--- src/rtl/adc_seq_pkg.sv ---
package adc_seq_pkg;
  localparam int PSC_W = 3;
  localparam int RES_W = 10;
  localparam int NORM_LEN = 13;
  localparam int INIT_EXTRA = 12;
  localparam int CHAN_W = 4;
  localparam int REFS_W = 2;

  localparam int B_EN = 0;
  localparam int B_START = 1;
  localparam int B_FREE = 2;
  localparam int B_FLAG = 3;
  localparam int B_IE = 4;
  localparam int B_PSC = 5;

  typedef struct packed {
    logic [REFS_W-1:0] refsel;
    logic [CHAN_W-1:0] chan;
  } mux_t;

  // system clocks per converter clock
  function automatic int unsigned psc_div(input logic [PSC_W-1:0] sel);
    if (sel == '0) return 2;
    return 32'd1 << sel;
  endfunction

  // converter clocks for one conversion
  function automatic int unsigned conv_len(input logic first);
    return first ? (NORM_LEN + INIT_EXTRA) : NORM_LEN;
  endfunction
endpackage

--- src/rtl/adc_seq_prescaler.sv ---
module adc_seq_prescaler
  import adc_seq_pkg::*;
#(
  parameter int SEL_W = PSC_W
) (
  input  logic             clk,
  input  logic             rst_n,
  input  logic             run,
  input  logic             restart,
  input  logic [SEL_W-1:0] sel,
  output logic             tick
);
  localparam int CNT_W = (1 << SEL_W) - 1;

  logic [CNT_W-1:0] cnt;
  logic [CNT_W-1:0] lim;

  assign lim  = CNT_W'(psc_div(sel) - 1);
  // >= keeps a mid-count divider change from running the counter around
  assign tick = run && (cnt >= lim);

  always_ff @(posedge clk or negedge rst_n) begin
    if (!rst_n)                   cnt <= '0;
    else if (restart || !run)     cnt <= '0;
    else if (tick)                cnt <= '0;
    else                          cnt <= cnt + 1'b1;
  end

  p_tick_gap_r1: assert property (@(posedge clk) disable iff (!rst_n)
    tick |=> !tick);
endmodule

--- src/rtl/adc_seq_sar.sv ---
module adc_seq_sar
  import adc_seq_pkg::*;
#(
  parameter int W     = RES_W,
  parameter int LEN_N = NORM_LEN,
  parameter int LEN_X = INIT_EXTRA
) (
  input  logic         clk,
  input  logic         rst_n,
  input  logic         launch,
  input  logic         first,
  input  logic         abort,
  input  logic         tick,
  input  logic         cmp_hi,
  output logic         active,
  output logic         done,
  output logic         sample_en,
  output logic [W-1:0] dac_code,
  output logic [W-1:0] result
);
  localparam int LEN_MAX = LEN_N + LEN_X;
  localparam int CNT_W   = $clog2(LEN_MAX + 1);

  logic             long_r;
  logic [CNT_W-1:0] cnt;
  logic [CNT_W-1:0] off;
  logic [CNT_W-1:0] last;
  logic [CNT_W-1:0] phase;
  logic             in_main;
  logic [W-1:0]     acc;
  logic [W-1:0]     trial_mask;

  assign off     = long_r ? CNT_W'(LEN_X) : '0;
  assign last    = off + CNT_W'(LEN_N - 1);
  assign in_main = active && (cnt >= off);
  assign phase   = cnt - off;

  assign sample_en = in_main && (phase == '0);

  // trial bit b is live in the main-sequence step W-b
  for (genvar b = 0; b < W; b++) begin : g_trial
    assign trial_mask[b] = in_main && (phase == CNT_W'(W - b));
  end

  assign dac_code = acc | trial_mask;
  assign done     = active && tick && (cnt == last);

  always_ff @(posedge clk or negedge rst_n) begin
    if (!rst_n) begin
      active <= 1'b0;
      long_r <= 1'b0;
      cnt    <= '0;
      acc    <= '0;
      result <= '0;
    end else begin
      if (abort) begin
        active <= 1'b0;
      end else if (launch) begin
        active <= 1'b1;
        long_r <= first;
        cnt    <= '0;
        acc    <= '0;
      end else if (done) begin
        active <= 1'b0;
      end else if (active && tick) begin
        cnt <= cnt + 1'b1;
        acc <= acc | (cmp_hi ? trial_mask : '0);
      end
      if (done && !abort) result <= acc;
    end
  end

  p_cnt_bound_r2: assert property (@(posedge clk) disable iff (!rst_n)
    active |-> (cnt <= CNT_W'(LEN_MAX - 1)));
  p_result_hold_r5: assert property (@(posedge clk) disable iff (!rst_n)
    !$past(done) |-> $stable(result));
endmodule

--- src/rtl/adc_seq_top.sv ---
module adc_seq_top
  import adc_seq_pkg::*;
(
  input  logic              clk,
  input  logic              rst_n,
  input  logic              ctrl_wr,
  input  logic [7:0]        ctrl_wdata,
  input  logic              mux_wr,
  input  logic [5:0]        mux_wdata,
  output logic [7:0]        ctrl_rdata,
  output logic [5:0]        mux_rdata,
  input  logic              cmp_hi,
  output logic [RES_W-1:0]  dac_code,
  output logic              sample_en,
  output logic [CHAN_W-1:0] chan_sel,
  output logic [REFS_W-1:0] ref_sel,
  output logic [RES_W-1:0]  result,
  input  logic              gie,
  input  logic              irq_ack,
  output logic              irq
);
  logic             en_q, fr_q, ie_q, flag_q, first_pend;
  logic [PSC_W-1:0] psc_q;
  mux_t             mux_q, mux_next;

  logic busy, cpl, cpl_ok, tick;
  logic w_en, w_start, w_fr, w_flag;
  logic en_rise, start_req, abort, launch, fr_next, first_in, flag_clr;

  assign w_en    = ctrl_wdata[B_EN];
  assign w_start = ctrl_wdata[B_START];
  assign w_fr    = ctrl_wdata[B_FREE];
  assign w_flag  = ctrl_wdata[B_FLAG];

  assign en_rise   = ctrl_wr && w_en && !en_q;
  assign start_req = ctrl_wr && w_en && w_start && !busy;
  assign abort     = ctrl_wr && !w_en && busy;
  assign fr_next   = ctrl_wr ? w_fr : fr_q;
  assign cpl_ok    = cpl && !abort;
  assign launch    = start_req || (cpl_ok && fr_next);
  assign first_in  = first_pend || en_rise;
  assign flag_clr  = (ctrl_wr && w_flag) || irq_ack;
  assign mux_next  = mux_wr ? mux_t'(mux_wdata) : mux_q;

  adc_seq_prescaler u_psc (
    .clk(clk), .rst_n(rst_n), .run(busy), .restart(launch),
    .sel(psc_q), .tick(tick)
  );

  adc_seq_sar u_sar (
    .clk(clk), .rst_n(rst_n), .launch(launch), .first(first_in),
    .abort(abort), .tick(tick), .cmp_hi(cmp_hi), .active(busy),
    .done(cpl), .sample_en(sample_en), .dac_code(dac_code), .result(result)
  );

  always_ff @(posedge clk or negedge rst_n) begin
    if (!rst_n) begin
      en_q <= 1'b0; fr_q <= 1'b0; ie_q <= 1'b0; psc_q <= '0;
    end else if (ctrl_wr) begin
      en_q  <= w_en;
      fr_q  <= w_fr;
      ie_q  <= ctrl_wdata[B_IE];
      psc_q <= ctrl_wdata[B_PSC +: PSC_W];
    end
  end

  always_ff @(posedge clk or negedge rst_n) begin
    if (!rst_n)                      first_pend <= 1'b0;
    else if (launch)                 first_pend <= 1'b0;
    else if (en_rise)                first_pend <= 1'b1;
    else if (ctrl_wr && !w_en)       first_pend <= 1'b0;
  end

  // completion wins over any clear in the same cycle
  always_ff @(posedge clk or negedge rst_n) begin
    if (!rst_n)        flag_q <= 1'b0;
    else if (cpl_ok)   flag_q <= 1'b1;
    else if (flag_clr) flag_q <= 1'b0;
  end

  always_ff @(posedge clk or negedge rst_n) begin
    if (!rst_n) begin
      mux_q <= '0; chan_sel <= '0; ref_sel <= '0;
    end else begin
      if (mux_wr) mux_q <= mux_t'(mux_wdata);
      if (!busy || cpl_ok) begin
        chan_sel <= mux_next.chan;
        ref_sel  <= mux_next.refsel;
      end
    end
  end

  assign ctrl_rdata = {psc_q, ie_q, flag_q, fr_q, busy, en_q};
  assign mux_rdata  = mux_q;
  assign irq        = flag_q && ie_q && gie;

  p_flag_cause_r9: assert property (@(posedge clk) disable iff (!rst_n)
    $rose(flag_q) |-> $past(cpl_ok));
  p_start_zero_r4: assert property (@(posedge clk) disable iff (!rst_n)
    ($past(busy) && $past(ctrl_wr) && $past(ctrl_wdata[B_EN])
     && !$past(cpl_ok)) |-> busy);
  p_abort_r7: assert property (@(posedge clk) disable iff (!rst_n)
    $past(abort) |-> (!busy && !$rose(flag_q)));
  p_mux_hold_r8: assert property (@(posedge clk) disable iff (!rst_n)
    ($past(busy) && !$past(cpl_ok)) |-> ($stable(chan_sel) && $stable(ref_sel)));
endmodule

--- config.mk ---
export PLATFORM = sky130hd
export DESIGN_NAME = adc_seq_top
export DESIGN_NICKNAME = d
export VERILOG_FILES = /design/src/rtl/adc_seq_pkg.sv /design/src/rtl/adc_seq_prescaler.sv /design/src/rtl/adc_seq_sar.sv /design/src/rtl/adc_seq_top.sv
export SDC_FILE = /design/constraint.sdc
export NUM_CORES = 1
export LEC_CHECK = 0
export ABC_AREA = 1
export BUFFER_PORTS_ARGS = -buffer_cell sky130_fd_sc_hd__buf_4
export CAP_MARGIN = 20
export CORE_ASPECT_RATIO = 0.75
export CORE_MARGIN = 5
export CORE_UTILIZATION = 55
export CTS_CLUSTER_SIZE = 40
export DETAILED_ROUTE_END_ITERATION = 16
export GPL_TIMING_DRIVEN = 0
export PLACE_DENSITY = 0.77
export REMOVE_ABC_BUFFERS = 1
export SLEW_MARGIN = 20
export SYNTH_ARGS = -nofsm -noshare
export SYNTH_HDL_FRONTEND = slang
export SYNTH_HIERARCHICAL = 1
export SYNTH_SLANG_ARGS = --single-unit
--- constraint.sdc ---
create_clock -name clk -period 3.52 [get_ports clk]
set_input_delay 0.528 -clock clk [delete_from_list [all_inputs] [get_ports clk]]
set_output_delay 0.528 -clock clk [all_outputs]
set_load 0.05 [all_outputs]
==> results.yml <==
logic_synthesis:
  synth_top_area_share_pct: 42.9
  synthTopCellsByCount: "nand2_1, dfrtp_1, inv_1"
  synth_area_mm2: 0.00315
  yosys_warnings: 6
  synthArstFlopShare_pct: 100
  yosysMostFrequentCell: "nand2_1"
  synth.avg_cell_area_um2: 8.07
  ys_types: 33
  synth_seq_cells: 54
  ys_seq_area_share_pct: 42.9
  synth_edf_count: 0
  yosys.area.top_type: "dfrtp_1"
  synthFlopType: "dfrtp_1"
  ys_top_cells_by_area: "dfrtp_1, nand2_1, inv_1"
  synthCells: 390
critical_path:
  reg2reg_to: "u_sar/acc[2]"
  crit_required_ps: 3760
  worstSetupEndpoint: "u_sar/acc[2]"
  crit_start: "u_sar/active"
  path_common_cell: "nand2_2"
  criticalPathCategory: "flop to flop"
  reg2reg_slack_ps: 350
  r2r_start: "u_sar/active"
  critical_path.max_stage_delay_ps: 1040
  cp.depth: 10
  start_kind: "flop"
  crit_arrival_ps: 3410
  crit_fanout: 27
  critPathTopFamily: "simple AND/OR/NAND/NOR gates"
  cp_cell_sequence: "inv_1 > a21oi_1 > nand2_2 > nor2_1 > nand3_1 > nand2_2 > nand2_2 > nand2_4 > a21oi_1 > nor2_1"
  cp_slowest_cell: "dfrtp_1"
  endpoint_kind: "flop"
  rr_worst_depth: 10
  path_buf_inv: 1
timing:
  period_needed_ps: 3170
  tns_ps: 0
  fin_skew_ps: 8.35
  hold_violations: 0
  fin_crit_sh_pct: 90.1
  worst_pin_slew_ps: 1030
  max_slew_margin_pct: 31.3
  hold_ws_ps: 247
  max_freq_mhz: 315
  rsz0062_at_grt: "no"
  finalMaxSlewViolations: 0
  final-setup-viol-count: 0
floorplan:
  die_area_mm2: 0.00735
  start_util_pct: 57.9
  fp-row-count: 23
  core_area_mm2: 0.00544
  die_width_um: 97.3
  io_pins: 63
  die_h_um: 75.5
cts:
  cts_sinks: 54
  cts_resized: 0
  numCtsBuffers: 5
  worstSkewPairLatency_ps: 310
  postCtsHoldBufs: 0
  clock-root-buffer: "clkbuf_8"
  path_clk_slew_ps: 90
  cts_setup_buffers: 0
  cts_tree: "yes"
  ctsHtreeMaxLevel: 2
  clockBufferDepth: 2
placed_design:
  port_buffers: 62
  gp_congestion: 0.839
  hpwlAfterDp_um: 4770
run_status:
  status: "finished, final reports clean"
pwr:
  irDropWorstVdd_mv: 0.354
  powerDensity_mw_per_mm2: 592
  p_leak_nw: 1.83
cells_and_area:
  finalNetCount: 476
  area_growth_pct: 15.7
  fill_cells: 478
  post_route_cells_drive_above_1_share_pct: 25.4
  num_antenna_cells: 0
global_route:
  grt_use_total_pct: 18.8
  grt_pass1_wl_um: 11200
  antenna_found_initial: 0
  grt-ovfl-total: 0
  grt_start_max_net_pins: 55
  grt_pass1_vias: 2544
drt:
  drt-pass1-iter-count: 4
  wire_per_inst_um: 12.5
  drc: 0
  vias: 2527
  wirelength_um: 6440
  drt_iter0_markers: 101
  avgViaCountPerCell: 4.90
  final_antenna_net_count: 0
min_path:
  worst_hold_path_type: "input port to asynchronous set/reset pin"
job:
  cap_viol_max_count: 0
-- worst register-to-register path, delay by kind of cell, from the launching register on --
| kind | cells | cell delay (ps) |
|---|---|---|
| AND/OR/NAND/NOR | 7 | 1560 |
| flip-flops | 1 | 1040 |
| AO/OA/AOI/OAI | 2 | 330 |
| buffers and inverters | 1 | 170 |
-- per-layer routing --
layer  global-route usage, %  wire (um)
met4                    4.61         60
met3                    5.58        364
met2                    33.6       3000
met1                    22.9       3010
met5                       0          0
-- worst min path at each step --
stage	depth (start not counted)	startpoint	end	slack, ps
6_report	1	rst_n	mux_rdata[5]	250
5_1_grt	1	rst_n	mux_rdata[5]	300
4_1_cts	1	rst_n	mux_rdata[5]	280
3_5_place_dp	2	ie_q	ie_q	490
3_3_place_gp	2	ie_q	ie_q	490
2_1_floorplan	0	rst_n	chan_sel[0]	230
-- logic make-up (layout without fill, tap and decap cells) --
| group | after synthesis | after routing | synth area share (%) |
|---|---|---|---|
| adders and majority gates | 14 | 14 | 5.81 |
| and+or+nand+nor | 205 | 205 | 31.8 |
| AOI/OAI and AO/OA | 44 | 44 | 7.67 |
| xor gates and xnor gates | 2 | 2 | 0.557 |
| buffers and inverters | 71 | 122 | 11.3 |
| DFF | 54 | 54 | 42.9 |
-- metrics by stage --
stage	total power, W	utilization [%]	setup slack [ps]	area (um^2)	instances
2_1_floorplan	0.00156	-	566	2990	372
3_3_place_gp	0.00181	65.3	440	3550	509
3_5_place_dp	0.00183	65.3	406	3550	509
4_1_cts	0.00217	66.8	372	3630	516
5_1_grt	0.00232	66.9	57.4	3640	516
6_report	0.00216	66.9	347	3640	516
-- registers in the layout, summed over array words and instances (netlist names) --
register,cells
chan_sel,4
en_q,1
first_pend,1
flag_q,1
fr_q,1
ie_q,1
mux_rdata,6
psc_q,3
ref_sel,2
u_psc/cnt,7
u_sar/acc,10
u_sar/active,1
u_sar/cnt,5
u_sar/long_r,1
u_sar/result,10
-- final cells by class --
| class | instances | area, um^2 | share of cell area, % |
|---|---|---|---|
| Inverter | 53 | 201 | 5.53 |
| Clock inverter | 1 | 7.51 | 0.206 |
| Timing Repair Buffer | 62 | 465 | 12.8 |
| Tap cell | 75 | 93.8 | 2.58 |
| Multi-Input combinational cell | 265 | 1450 | 39.8 |
| Sequential cell | 54 | 1350 | 37.1 |
| Clock buffer | 6 | 72.6 | 1.99 |
-- layout by cell type, fill, tap and decap left out, drive strengths merged --
cell      netlist  layout
inv            53      53
nand3          43      43
xor2            2       2
clkbuf          1       6
nor3            2       2
nand2         114     114
fa              1       1
a21oi          19      19
or2             3       3
o21bai          1       1
ha             13      13
dfrtp          54      54
nand4           2       2
nor2           41      41
o21ai          24      24
clkinvlp        0       1
buf            17      62
-- power by group --
group	leakage (nW)	internal [W]	total [W]	switching, W
combinational	1.08	0.000302	0.000974	0.000672
clock	0.0373	0.000137	0.000333	0.000196
sequential	0.711	0.000713	0.000849	0.000136
Power figures use the tool's default switching activity.
